$ cat config.mk
export PLATFORM = sky130hd
export DESIGN_NAME = can_frame_timestamp
export DESIGN_NICKNAME = d
export VERILOG_FILES = /design/src/rtl/can_ts_pkg.sv /design/src/rtl/ts_prescaler.sv /design/src/rtl/ts_counter.sv /design/src/rtl/ts_capture.sv /design/src/rtl/ts_regs.sv /design/src/rtl/can_frame_timestamp.sv
export SDC_FILE = /design/constraint.sdc
export NUM_CORES = 1
export LEC_CHECK = 0
export CORE_AREA = 2 2 68 83
export CTS_CLUSTER_SIZE = 24
export DETAILED_ROUTE_END_ITERATION = 10
export DIE_AREA = 0 0 70 85
export DONT_BUFFER_PORTS = 1
export GPL_TIMING_DRIVEN = 0
export HOLD_SLACK_MARGIN = 0.05
export PLACE_DENSITY = 0.78
export REMOVE_ABC_BUFFERS = 1
export SLEW_MARGIN = 30
export SYNTH_ARGS = -nofsm -noshare
export SYNTH_HDL_FRONTEND = slang
export SYNTH_SLANG_ARGS = --single-unit
$ cat constraint.sdc
create_clock -name clk -period 3.5 [get_ports clk]
set_input_delay 1.05 -clock clk [delete_from_list [all_inputs] [get_ports clk]]
set_output_delay 1.05 -clock clk [all_outputs]
set_load 0.01 [all_outputs]
$ cat src/rtl/can_ts_pkg.sv
package can_ts_pkg;
  localparam int REG_AW = 2;
  localparam logic [REG_AW-1:0] ADDR_CTRL  = 2'd0;
  localparam logic [REG_AW-1:0] ADDR_STAMP = 2'd1;
  localparam int BIT_ENABLE = 0;
  localparam int BIT_CLEAR  = 0;

  typedef struct packed {
    logic sof;
    logic ok;
    logic err;
  } frame_evt_t;
endpackage

$ cat src/rtl/ts_prescaler.sv
module ts_prescaler #(
  parameter int DIV_W = 4
) (
  input  logic clk,
  input  logic rst,
  input  logic clr,
  output logic tick
);
  generate
    if (DIV_W == 0) begin : g_nodiv
      assign tick = 1'b1;
    end else begin : g_div
      logic [DIV_W-1:0] div_q;
      always_ff @(posedge clk) begin
        if (rst || clr) div_q <= '0;
        else            div_q <= div_q + 1'b1;
      end
      assign tick = &div_q;


      tick_spacing_chk: assert property (@(posedge clk) disable iff (rst)
        tick |=> !tick);
    end
  endgenerate
endmodule

$ cat src/rtl/ts_counter.sv
module ts_counter #(
  parameter int CNT_W = 16
) (
  input  logic             clk,
  input  logic             rst,
  input  logic             clr,
  input  logic             tick,
  output logic [CNT_W-1:0] cnt
);
  always_ff @(posedge clk) begin
    if (rst || clr) cnt <= '0;
    else if (tick)  cnt <= cnt + 1'b1;
  end


  clear_wins_chk: assert property (@(posedge clk) disable iff (rst)
    clr |=> cnt == '0);

  hold_between_ticks_chk: assert property (@(posedge clk) disable iff (rst)
    (!clr && !tick) |=> cnt == $past(cnt));

  silent_wrap_chk: assert property (@(posedge clk) disable iff (rst)
    (!clr && tick && (&cnt)) |=> cnt == '0);
endmodule

$ cat src/rtl/ts_capture.sv
module ts_capture import can_ts_pkg::*; #(
  parameter int CNT_W = 16
) (
  input  logic             clk,
  input  logic             rst,
  input  logic             en,
  input  frame_evt_t       evt,
  input  logic [CNT_W-1:0] cnt,
  output logic             stamp_valid,
  output logic [CNT_W-1:0] stamp_value
);
  logic             pend_vld;
  logic [CNT_W-1:0] pend_val;
  logic             commit;

  assign commit = en && evt.ok && !evt.err && pend_vld;

  always_ff @(posedge clk) begin
    if (rst) begin
      pend_vld    <= 1'b0;
      pend_val    <= '0;
      stamp_valid <= 1'b0;
      stamp_value <= '0;
    end else begin
      stamp_valid <= commit;
      if (commit) stamp_value <= pend_val;
      if (!en)                      pend_vld <= 1'b0;
      else if (evt.sof)             pend_vld <= 1'b1;
      else if (evt.ok || evt.err)   pend_vld <= 1'b0;
      if (en && evt.sof) pend_val <= cnt;
    end
  end


  pulse_source_chk: assert property (@(posedge clk) disable iff (rst)
    stamp_valid |-> ($past(evt.ok) && !$past(evt.err)));

  error_drops_chk: assert property (@(posedge clk) disable iff (rst)
    evt.err |=> !stamp_valid);

  disabled_silent_chk: assert property (@(posedge clk) disable iff (rst)
    !en |=> !stamp_valid);

  sof_latch_chk: assert property (@(posedge clk) disable iff (rst)
    (en && evt.sof) |=> pend_val == $past(cnt));
endmodule

$ cat src/rtl/ts_regs.sv
module ts_regs import can_ts_pkg::*; #(
  parameter int CNT_W  = 16,
  parameter int DATA_W = 32
) (
  input  logic              clk,
  input  logic              rst,
  input  logic              reg_wr,
  input  logic [REG_AW-1:0] reg_waddr,
  input  logic [DATA_W-1:0] reg_wdata,
  input  logic [REG_AW-1:0] reg_raddr,
  input  logic [CNT_W-1:0]  cnt,
  output logic              en_q,
  output logic              clr_cmd,
  output logic [DATA_W-1:0] reg_rdata
);
  localparam int CNT_LSB = DATA_W - CNT_W;

  logic wr_ctrl;
  logic wr_stamp;

  assign wr_ctrl  = reg_wr && (reg_waddr == ADDR_CTRL);
  assign wr_stamp = reg_wr && (reg_waddr == ADDR_STAMP);
  assign clr_cmd  = (wr_stamp && reg_wdata[BIT_CLEAR]) ||
                    (wr_ctrl && !reg_wdata[BIT_ENABLE]);

  always_ff @(posedge clk) begin
    if (rst)          en_q <= 1'b0;
    else if (wr_ctrl) en_q <= reg_wdata[BIT_ENABLE];
  end

  always_ff @(posedge clk) begin
    if (rst) begin
      reg_rdata <= '0;
    end else begin
      reg_rdata <= '0;
      case (reg_raddr)
        ADDR_CTRL:  reg_rdata[BIT_ENABLE] <= en_q;
        ADDR_STAMP: reg_rdata[DATA_W-1:CNT_LSB] <= cnt;
        default:    reg_rdata <= '0;
      endcase
    end
  end

  generate
    if (CNT_LSB > 0) begin : g_low_chk

      low_half_zero_chk: assert property (@(posedge clk) disable iff (rst)
        (reg_raddr == ADDR_STAMP) |=> reg_rdata[CNT_LSB-1:0] == '0);
    end
  endgenerate

  enable_write_chk: assert property (@(posedge clk) disable iff (rst)
    wr_ctrl |=> en_q == $past(reg_wdata[BIT_ENABLE]));
endmodule

$ cat src/rtl/can_frame_timestamp.sv
module can_frame_timestamp import can_ts_pkg::*; #(
  parameter int CNT_W      = 16,
  parameter int PRESCALE_W = 4,
  parameter int DATA_W     = 32
) (
  input  logic              clk,
  input  logic              rst,
  input  logic              reg_wr,
  input  logic [REG_AW-1:0] reg_waddr,
  input  logic [DATA_W-1:0] reg_wdata,
  input  logic [REG_AW-1:0] reg_raddr,
  output logic [DATA_W-1:0] reg_rdata,
  input  logic              sof_strobe,
  input  logic              done_ok,
  input  logic              done_err,
  output logic [CNT_W-1:0]  cnt_live,
  output logic              stamp_valid,
  output logic [CNT_W-1:0]  stamp_value
);
  logic       en_q;
  logic       clr_cmd;
  logic       clr_all;
  logic       tick;
  frame_evt_t evt;

  assign evt     = '{sof: sof_strobe, ok: done_ok, err: done_err};
  assign clr_all = clr_cmd || !en_q;

  ts_regs #(.CNT_W(CNT_W), .DATA_W(DATA_W)) u_regs (
    .clk(clk), .rst(rst), .reg_wr(reg_wr), .reg_waddr(reg_waddr),
    .reg_wdata(reg_wdata), .reg_raddr(reg_raddr), .cnt(cnt_live),
    .en_q(en_q), .clr_cmd(clr_cmd), .reg_rdata(reg_rdata)
  );

  ts_prescaler #(.DIV_W(PRESCALE_W)) u_presc (
    .clk(clk), .rst(rst), .clr(clr_all), .tick(tick)
  );

  ts_counter #(.CNT_W(CNT_W)) u_cnt (
    .clk(clk), .rst(rst), .clr(clr_all), .tick(tick), .cnt(cnt_live)
  );

  ts_capture #(.CNT_W(CNT_W)) u_cap (
    .clk(clk), .rst(rst), .en(en_q), .evt(evt), .cnt(cnt_live),
    .stamp_valid(stamp_valid), .stamp_value(stamp_value)
  );


  disabled_zero_chk: assert property (@(posedge clk) disable iff (rst)
    !en_q |=> cnt_live == '0);
endmodule

== After elaboration in Yosys (flattened, before gate mapping) ==
Index checks and enable logic that the tools add are counted.
Cells by class
  $add $sub $neg: 2
  reduce and logical (&&, ||, !) cells: 22
  muxes and demuxes: 2
  bitwise logic cells: 3
  eq/ne operators: 2
Operators with widths (count)
  adder 16 x 1 -> 16 bit (second input constant): 1
  logical AND 1 bit: 8
  OR reduction 2 bit: 3
  adder 4 x 1 -> 4 bit (second input constant): 1
  == test 2 x 1 -> 1 bit (second input constant): 2
  logical NOT 2 bit: 2
  logical OR 1 bit: 4
  AND reduction 4 bit: 1
  logical NOT 1 bit: 3
  inverter 1 bit: 3
  two-way mux 1 bit: 2
  nonzero test 2 bit: 1
Word-level totals
  logic and storage cells: 41
  bits of input ports: 42
  bits in registers: 87

== Longest topological paths before layout ==
Gate-level depths: netlist of run 1.
  depth in word-level cells: 6
  mapped depth: 6
  gate-level depth less buffers: 5

== Hierarchy ==
From an unflattened synthesis of run 1, not the netlist that was laid out.
Unflattened totals
  cell total of the unflattened synthesis: 305
  area total of the unflattened synthesis: 3020.4 µm²
By module, submodules not included
  ts_capture: area an instance 1480.2 µm², instances 1, sequential area each 680.7 µm², cells an instance 150
  ts_counter: area an instance 716.9 µm², instances 1, sequential area each 320.3 µm², cells an instance 81
  ts_regs: area an instance 661.9 µm², instances 1, sequential area each 360.3 µm², cells an instance 59
  ts_prescaler: area an instance 155.1 µm², instances 1, sequential area each 80.1 µm², cells an instance 14
  can_frame_timestamp: area an instance 6.3 µm², instances 1, sequential area each 0.0 µm², cells an instance 1

== Least setup slack after synthesis of run 1 ==
OpenSTA, ideal clock, no wires.
  path type: in2reg
  from: input port done_err
  to: register u_cap.stamp_value[10]
  stages on the path: 6
  path buffers: 2
  arrival time: 2016 ps
  library setup time: 70 ps
  required time: 3430 ps
  path slack: 1413 ps
  path through: nor2b_1 > and3_1 > clkbuf_1 > clkbuf_1 > nand2_1 > a21oi_1
On the way
  word-level cells in the longest chain between the ends: 3
Ends and longest elaborated chain
  from (decl): line can_frame_timestamp.sv:15  | input logic done_err,
  logical NOT 1 bit: line ts_capture.sv:16  | assign commit = en && evt.ok && !evt.err && pend_vld;
  logical AND 1 bit (2 in a row): line ts_capture.sv:16
  to (signal assigned): line ts_capture.sv:26  | if (commit) stamp_value <= pend_val;
  to (decl): line ts_capture.sv:10  | output logic [CNT_W-1:0] stamp_value
Every way passes these cells.
A chain may end at the register's enable or synchronous reset.

== Worst setup path in the final report of run 1 ==
  from: register u_cnt.cnt[2]
  to: register u_cnt.cnt[15]
On the way
  word-level cells in the longest chain between the ends: 1
Ends and longest elaborated chain
  from (decl): line ts_counter.sv:8  | output logic [CNT_W-1:0] cnt
  from (signal assigned): line ts_counter.sv:12  | else if (tick) cnt <= cnt + 1'b1;
  adder 16 x 1 -> 16 bit: line ts_counter.sv:12
Every way passes these cells.

==> results of run 1 <==
## registers in the layout, indices dropped and copies added (netlist names)
register	count
u_cap.pend_val	16
u_cap.pend_vld	1
u_cap.stamp_valid	1
u_cap.stamp_value	16
u_cnt.cnt	16
u_presc.g_div.div_q	4
u_regs.en_q	1
u_regs.reg_rdata	17
## cells in the mapped netlist (3+ instances only)
master    number
a21oi_1       40
buf_4         15
o21ai_0        7
nor3_1         3
xnor2_1        7
or3_1          4
nand4_1        3
and2_1        17
nor2_1        17
xor2_1         5
nand3_1        7
inv_1          5
and3_1         3
nand2_1       71
dfxtp_1       72
clkbuf_1      14
## final cells by class
type | count | share of cell area
Clock buffer | 11 | 0.0491
Clock inverter | 5 | 0.0278
Inverter | 5 | 0.00651
Multi-Input combinational cell | 218 | 0.389
Sequential cell | 72 | 0.500
Tap cell | 62 | 0.0269
## final timing paths
kind,from,end,slack [ps],cells past startpoint
hold / removal,u_cap.pend_val[4]$_SDFFE_PP0P_,u_cap.stamp_value[4]$_SDFFE_PP0P_,450,2
hold reg to reg,u_cap.pend_val[4]$_SDFFE_PP0P_,u_cap.stamp_value[4]$_SDFFE_PP0P_,450,2
setup reg to reg,u_cnt.cnt[2]$_SDFFE_PP0P_,u_cnt.cnt[15]$_SDFFE_PP0P_,1450,4
setup / recovery,u_cnt.cnt[2]$_SDFFE_PP0P_,u_cnt.cnt[15]$_SDFFE_PP0P_,1450,4
## routing by layer
| metal | track usage | vias to the layer above | share of wire |
|---|---|---|---|
| met2 | 0.288 | 47 | 0.49 |
| met4 | 0.119 | 0 | 0.025 |
| met3 | 0.0665 | 13 | 0.068 |
| met1 | 0.189 | 894 | 0.41 |
| met5 | 0 | - | 0 |
| li1 | - | 981 | - |
## cell families (layout without fill, tap and decap cells)
| family | Yosys count | in the layout | synth area share |
|---|---|---|---|
| compound gates | 48 | 48 | 0.0896 |
| xor+xnor | 12 | 12 | 0.0388 |
| fa+ha+maj | 2 | 2 | 0.00924 |
| buf+inv | 36 | 21 | 0.0762 |
| flops | 72 | 72 | 0.532 |
| mux | 1 | 1 | 0.00370 |
| other cells | 1 | 15 | 0.00138 |
| simple gates | 140 | 140 | 0.249 |
## power groups by stage
stage | Combinational [mW] | Clock, mW | Sequential, mW
6_report | 0.0171 | 0.721 | 0.820
5_1_grt | 0.0191 | 0.753 | 0.820
4_1_cts | 0.0169 | 0.729 | 0.820
3_5_place_dp | 0.0169 | 0 | 0.839
3_3_place_gp | 0.0159 | 0 | 0.839
2_1_floorplan | 0.0138 | 0 | 0.839
## cells in the final DEF, fill, tap and decap left out, types with 7 or more instances in the layout
| cell type | netlist | final |
|---|---|---|
| nand2_1 | 71 | 71 |
| clkbuf_8 | 0 | 10 |
| conb_1 | 1 | 15 |
| nand3_1 | 7 | 7 |
| a21oi_1 | 40 | 40 |
| nor2_1 | 17 | 17 |
| o21ai_0 | 7 | 7 |
| dfxtp_1 | 72 | 72 |
| and2_1 | 17 | 17 |
| xnor2_1 | 7 | 7 |
## metrics by stage
| stage | power [mW] | utilization | cell area (um2) | worst slack, ps |
|---|---|---|---|---|
| 2_1_floorplan | 0.853 | - | 2570 | 1300 |
| 3_3_place_gp | 0.855 | 0.515 | 2650 | 889 |
| 3_5_place_dp | 0.856 | 0.516 | 2660 | 1320 |
| 4_1_cts | 1.57 | 0.559 | 2880 | 1440 |
| 5_1_grt | 1.59 | 0.559 | 2880 | 1340 |
| 6_report | 1.56 | 0.559 | 2880 | 1450 |
## worst register-to-register path, cell delays in order, from the launching register on
cell and delay [ps]:
dfxtp_1 620, nand4_2 210, or4b_4 620, or3_1 380, a21oi_1 150
==> results, run 1 <==
- The fraction of final layout cells with drive strength greater than 1 is 0.0707.
- The relative area change from synthesis to final layout is 6.37%.
- Internal power comes to 1.24 mW.
- The area occupied by multi-input gates is 1120 um2.
- The count of synthesis-stage warnings from yosys is 0.
- The first detailed-routing pass ran for 4 iterations.
- The floorplan step defined a die boundary enclosing slightly below 6000 um2.
- The final route contains between 1.5k and 2k vias.
- In this run the remaining antenna-violating nets after routing total 0.
- Including well taps, the total number of placed cells is 357.
- Of the total power, registers draw 0.526.
- In this run the horizontal extent of the chip is roughly 70 um.
- Summed over all cells, the static leakage comes to 0.984 nW.
- The hold-fix buffer count after cts is 0.
- The HPWL after detailed placement is 3.55 mm.
- The final layout contains routed wiring with a total length of 5.15 mm.
- Setup repair after global routing left no endpoint under its margin.
- A synthesized cell averages roughly 8.7 um2.
- The worst path buffer plus inverter count is 0.
- Of the total power, the clock network draws 0.463.
- The post-synthesis sequential element count is 72.
- The post-layout minimum cycle time is 2050 ps.
- Counting flops with a built-in enable in the synthesized netlist gives 0.
- The tool flagged a number of max-cap violations equal to 0.
- The count of final setup violators is 0.
- For this run, the register share of the synthesized area comes to 0.532.
- After clock tree synthesis, the clock-pin slew on the worst setup and hold paths is 70 ps.
- The worst path required time is 3780 ps.
- The CTS root buffer is clkbuf_8.
- The worst setup path is launched from a flip-flop.
- The initial utilization of the core area, before any placement, comes to 0.526.
- The CTS tree is yes.
- The largest net degree at the start of global routing is 37.
- Of the total power, combinational logic draws 0.011.
- The longest clock path from root to sink contains 2 buffers.
- Among all stages on the critical path, the largest delay is contributed by dfxtp_1.
- The category of cells accounting for the largest share of critical-path delay is simple AND/OR/NAND/NOR gates.
- The synthesized instance count is 312.
- The most area-hungry cell type in the Yosys netlist is dfxtp_1.
- The number of antenna diodes is 0.
- The final estimated routing congestion in global placement is 0.706.
- The flow ran to the end, and the final reports show no timing, DRC or antenna violations.
- The fraction of power spent switching nets is 0.203.
- For this run the aggregate overflow at the end of global routing stands at 0.
- The data arrival time of the critical path is approximately 2300 ps.
- Final hold analysis gives a worst-case slack of 448 ps.
- The number of antenna violations at the first check in global routing is 0.
- Gates resized during post-CTS repair numbered 0.
- In the finished design, the share of the clock period the worst path needs comes to 0.584.
- After filler insertion, the fill cell instance count of the layout stands at 477.
- The chip height is 85 um.
- The share of async-settable or async-resettable flops after synthesis is 0.
- Counting the buffers created by CTS gives 9.
- The via count of the first global-routing pass was about 1.8k.
- During I/O placement, the number of pins put on the boundary was 107.
- The path category of the worst min-delay check is reg2reg.
- The count of different cell masters after synthesis is 33.
- After the first detailed-routing iteration, the DRC count stood at 134.
- The post-detailed-route wirelength per cell is 13.8 um.
- In the post-synthesis netlist, the biggest area contributors are dfxtp_1 53%, nand2_1 9.8%, a21oi_1 7.4%.
- After detailed routing, the number of remaining DRC violations is 0.
- The post-detailed-route via-to-cell ratio is approximately 5.2.
- The share of the synthesized area in the top cell type is 0.532.
- The number of buffers inserted by port buffering is 0.
- The sum of negative setup slack is 0 ps.
- The endpoint kind of the worst setup timing path is a flip-flop.
- The number of buffers inserted to repair setup after CTS is 0.
- The number of hold violations in the final report is 0.
- The highest cell delay on the worst timing path is 620 ps.
- The cell area after technology mapping is around 2700 um2.
- The number of placement rows is 29.
- The final-report max-slew violation count is 0.
- The transition at the pin with the smallest max-transition slack is 829 ps.
- The worst clock skew is ~5.8 ps.
- The total core area is between 5000 and 6000 um2.
- The final layout net count is 350.
- The first global-routing pass estimated 8.14 mm of wire.
- For this run, the leading register cell type out of synthesis is dfxtp_1.
- In this run the power spent charging and discharging nets is 317 uW.
- Traced cell by cell, the critical path runs through nand4_2 > or4b_4 > or3_1 > a21oi_1.
- The worst setup path is of the reg2reg kind.
- The finished layout holds 373 standard cells, fillers aside.
- Power spread over the standard cell area amounts to 541 nW/um2.
- The sequential cell area is about 1400 um2.
- In this run the tightest slew margin relative to its limit is 0.445.
- The clock net sink count is 72.
- The overall global routing resource usage is 0.176.
- The depth of the CTS H-tree is 3.
- Timing would allow up to 489 MHz.
- The clock reaches the later pin of the worst-skew pair after 350 ps.
- IR analysis of the VDD net gives a maximum drop of 248 uV.
- The maximum fanout along the worst path is 11.
(Power assumes the default switching activity.)
==> run 2, diff against run 1 <==
- ABC_AREA: default -> 1
- PLACE_DENSITY: 0.78 -> 0.77
- clock period: 3.5 -> 2.12 ns (I/O delays scaled with it)
==> run 2 against run 1 <==
Final cell count grew 7.5%. Combinational power grew to 3.5 times the previous value. Via count is 0.47% higher. Sequential power is 67% higher. Clock power grew 37%. Routed wire length down 3.8%. Design area shrank 1.9%. Largest power group unchanged. Worst hold slack worse by 90 ps. Clock skew barely moved. Setup slack got worse by 1100 ps. Non-clock buffer count is the same. Register-to-register slack worse by 820 ps.
==> results, run 2 <==
- At the worst endpoint, the required time is ~2400 ps.
- Once the clock tree was built, the resizer swapped 0 gates to a different size.
- Across the routed clock network, the largest skew measured is between 6 and 7 ps.
- The number of hold violations in the final report came to 0.
- The final clock period utilization by the worst path is 0.830.
- Of the total power, the share spent switching nets is 0.215.
- The portion of synthesized area spent on multiplexers is 0.
- The element type at the critical path start is an input pin.
- The final-report max-slew violation count is 0.
- The switching power is 521 uW.
- The launch instance of the worst min-delay path is rst.
- The worst hold path stage count is 1.
- The most area-hungry cell type in the Yosys netlist is dfxtp_1.
- The area fraction in compound gates after synthesis is 0.128.
- Pin placement for this block handled 107 I/O pins.
- The tool flagged a number of max-cap violations equal to 0.
- The total overflow left after global routing is 0.
- The endpoint identified for the worst register-to-register timing path is u_cnt.cnt[11]$_SDFFE_PP0P_.
- 0 antenna diodes ended up in the layout.
- Before antenna repair, the detailed router went through 4 iterations.
- The clock transition at the registers of the reported paths is around 70 ps.
- The share of total power in combinational logic is 0.025.
- Setup repair after global routing left no endpoint under its margin.
- The hold-fix buffer count after cts is 0.
- The number of fill cells in the layout is ~500.
- The CTS tree is yes.
- Dividing the detail-routed wire length by the instance count gives about 12 um.
- Of all flip-flops after synthesis, the portion carrying an async set or reset was 0.
- The hold slack is 358 ps.
- The first-pass GRT wire length is 8.48 mm.
- The number of different library cells used by synthesis comes to 25.
- Measured along the y axis, the die boundary spans 85 um.
- The overall global routing resource usage is 0.181.
- The fraction of final layout cells with drive strength greater than 1 is 0.0708.
- Leaving out fill and tap cells, the most frequent cells in the layout are 75 x nor2_1, 72 x dfxtp_1, 36 x o21ai_0, 34 x nand2_1, 33 x inv_1.
- The run finished with clean final reports.
- The timing-limited maximum frequency is between 500 and 600 MHz.
- Routability-driven placement finished with a final weighted congestion of 0.835.
- After synthesis, the cell types taking the most area are dfxtp_1 54%, nor2_1 11%, o21ai_0 6.7%.
- Of the total power, the clock network draws 0.408.
- The net count of the finished layout is 378.
- The power per cell area is 856 nW/um2.
- Of the post-synthesis cell area, the dominant cell type holds 0.538.
- The buffer levels on the longest clock path is 2.
- Yosys printed 0 warnings.
- The via count of the first global-routing pass is 1823.
- The share of the Yosys chip area taken by registers is 0.538.
- The count of antenna-violating nets left after detailed routing is 0.
- The analysis attributes to cell leakage a power of 1.05 nW.
- Of the total power, registers draw 0.567.
- The count of final setup violators is 0.
- The DRC marker count from the first detailed-route iteration is 101.
- The number of placement rows is 29.
- The total CTS buffers is 9.
- The maximum fanout along the worst path is 33.
- Counting flops with a built-in enable in the synthesized netlist gives 0.
- The end-of-flow core utilization is 0.549.
- Of the total synthesized cell area, the portion taken by XOR and XNOR cells is 0.00654.
- The largest family of logic cells by synthesized area is simple AND/OR/NAND/NOR gates.
- The relative area change from synthesis to final layout is 5.51%.
- The most used flip-flop cell after synthesis is dfxtp_1.
- The path category of the worst min-delay check is in2reg.
- The post-route non-filler standard cell count is between 400 and 500.
- The number of antenna violations at the first check in global routing is 0.
- Of the total synthesized cell area, the portion taken by full adders, half adders and majority gates is 0.00934.
- The depth of the CTS H-tree is 3.
- The number of buffers inserted by port buffering is 0.
- In the routed layout, each cell is associated on average with a via count of 4.85.
- The worst register-to-register path has a setup slack of 630 ps.
- The design internal power is ~1.9 mW.
- The data arrival time of the critical path is 2010 ps.
- The horizontal extent of the die is 70 um.
- The die footprint is ~6000 um2.
- The HPWL after detailed placement is 3.63 mm.
- The initial utilization of the core area, before any placement, comes to 0.520.
- The worst IR drop on VDD is 415 uV.
- Summing every instance area after synthesis gives 2680 um2.
- The CTS root buffer is clkbuf_8.
- The endpoint kind of the worst setup timing path is a flip-flop.
- The flip-flop count of the largest register after layout is 17.
- For the worst flop-to-flop path, the logic depth is 8.
- By count the netlist is led by 75 x nor2_1, 72 x dfxtp_1, 36 x o21ai_0.
- The total number of vias is around 1.9k.
- The most common cell after layout, fill and taps aside is nor2_1.
- The largest net degree at the start of global routing is 34.
- The terminating pin of the worst hold path is u_cap.stamp_valid$_SDFF_PP0_.
- Counting tap cells, the placed design contains a total of 385 instances.
- At the pin with the least slew margin, the transition time is 730 ps.
- Summing all multi-input logic gate instances after layout gives 996 um2.
- The worst path needs 1760 ps of the cycle, external delays included.
- The clock net sink count is 72.
- The average instance in the mapped netlist occupies 8.02 um2.
- Summing internal, switching and leakage power gives between 2 and 2.5 mW.
- For this run, design rule violations remaining after detail routing come to 0.
- More flip-flops sit in one register than any other, and that register is u_regs.reg_rdata.
- The synthesized design contains 72 register bits.
- The final routed wirelength across all metal layers is 4.95 mm.
- The remaining max-slew budget at the tightest pin is 0.513.
- The most frequent cell after synthesis is nor2_1.
- At the later pin of the worst-skew pair, clock insertion delay measures 340 ps.
- The startpoint identified for the worst register-to-register timing path is u_presc.g_div.div_q[0]$_SDFF_PP0_.
- The total core area is 5150 um2.
- Of the total synthesized cell area, the portion taken by AND, OR, NAND and NOR gates is 0.207.
- The worst setup path is of the in2reg kind.
- The number of setup buffers added after CTS is 0.
- Synthesis produced a netlist whose cell count is 334.
- The sequential cell area is approximately 1400 um2.
-- run 2: cell count changes after synthesis, moves of 10 or more --
cell	previous run	this run
nor2_1	17	75
o21ai_0	7	36
a21oi_1	40	30
and2_1	17	0
nand2_1	71	34
inv_1	5	33
-- run 2: power by group through the flow --
stage / Sequential (mW) / Combinational, mW / Clock (mW)
3_3_place_gp: 1.40 / 0.0583 / 0
2_1_floorplan: 1.40 / 0.0498 / 0
3_5_place_dp: 1.40 / 0.0594 / 0
5_1_grt: 1.37 / 0.0698 / 1.07
4_1_cts: 1.37 / 0.0598 / 1.01
6_report: 1.37 / 0.0601 / 0.989
-- run 2: metal layers --
metal,global-route usage,vias up,wire [um]
met4,0.0857,0,116
met1,0.209,860,2100
met5,0,-,0
li1,-,1027,-
met3,0.0772,12,361
met2,0.289,45,2370
-- run 2: worst max-delay path: stages --
cell and delay, ps:
inv_1 490, nand3b_1 600, nor2_1 290
-- run 2: area by class of cell --
| class | instances | area share |
|---|---|---|
| clock buffer | 14 | 0.0611 |
| tap | 62 | 0.0274 |
| multi-input combinational | 217 | 0.352 |
| inverter | 34 | 0.0451 |
| sequential | 72 | 0.510 |
| clock inverter | 2 | 0.00442 |
-- run 2: worst max path at each step --
stage | startpoint | end | slack, ps | depth (start not counted)
floorplan | rst | u_regs.reg_rdata[16]$_SDFF_PP0_ | 520 | 3
detailed placement | rst | u_regs.reg_rdata[28]$_SDFF_PP0_ | -10 | 3
global placement | rst | u_regs.reg_rdata[28]$_SDFF_PP0_ | -10 | 3
finish | rst | u_regs.reg_rdata[28]$_SDFF_PP0_ | 360 | 3
CTS | rst | u_regs.reg_rdata[28]$_SDFF_PP0_ | 360 | 3
global route | rst | u_regs.reg_rdata[28]$_SDFF_PP0_ | 110 | 3
-- run 2: stage by stage --
stage | cell area, um2 | setup WS [ps] | TNS, ps
final | 2830 | 360 | 0
after detailed placement | 2640 | -13.4 | -20.1
after global placement | 2640 | -12.1 | -15.0
after CTS | 2830 | 361 | 0
after floorplan | 2560 | 521 | 0
after global routing | 2830 | 114 | 0
-- run 2: kinds of logic after synthesis --
family	count (synthesis)
xor gates and xnor gates	2
DFF	72
other	1
buffers and inverters	59
AOI/OAI and AO/OA	68
and+or+nand+nor	130
adders and majority gates	2
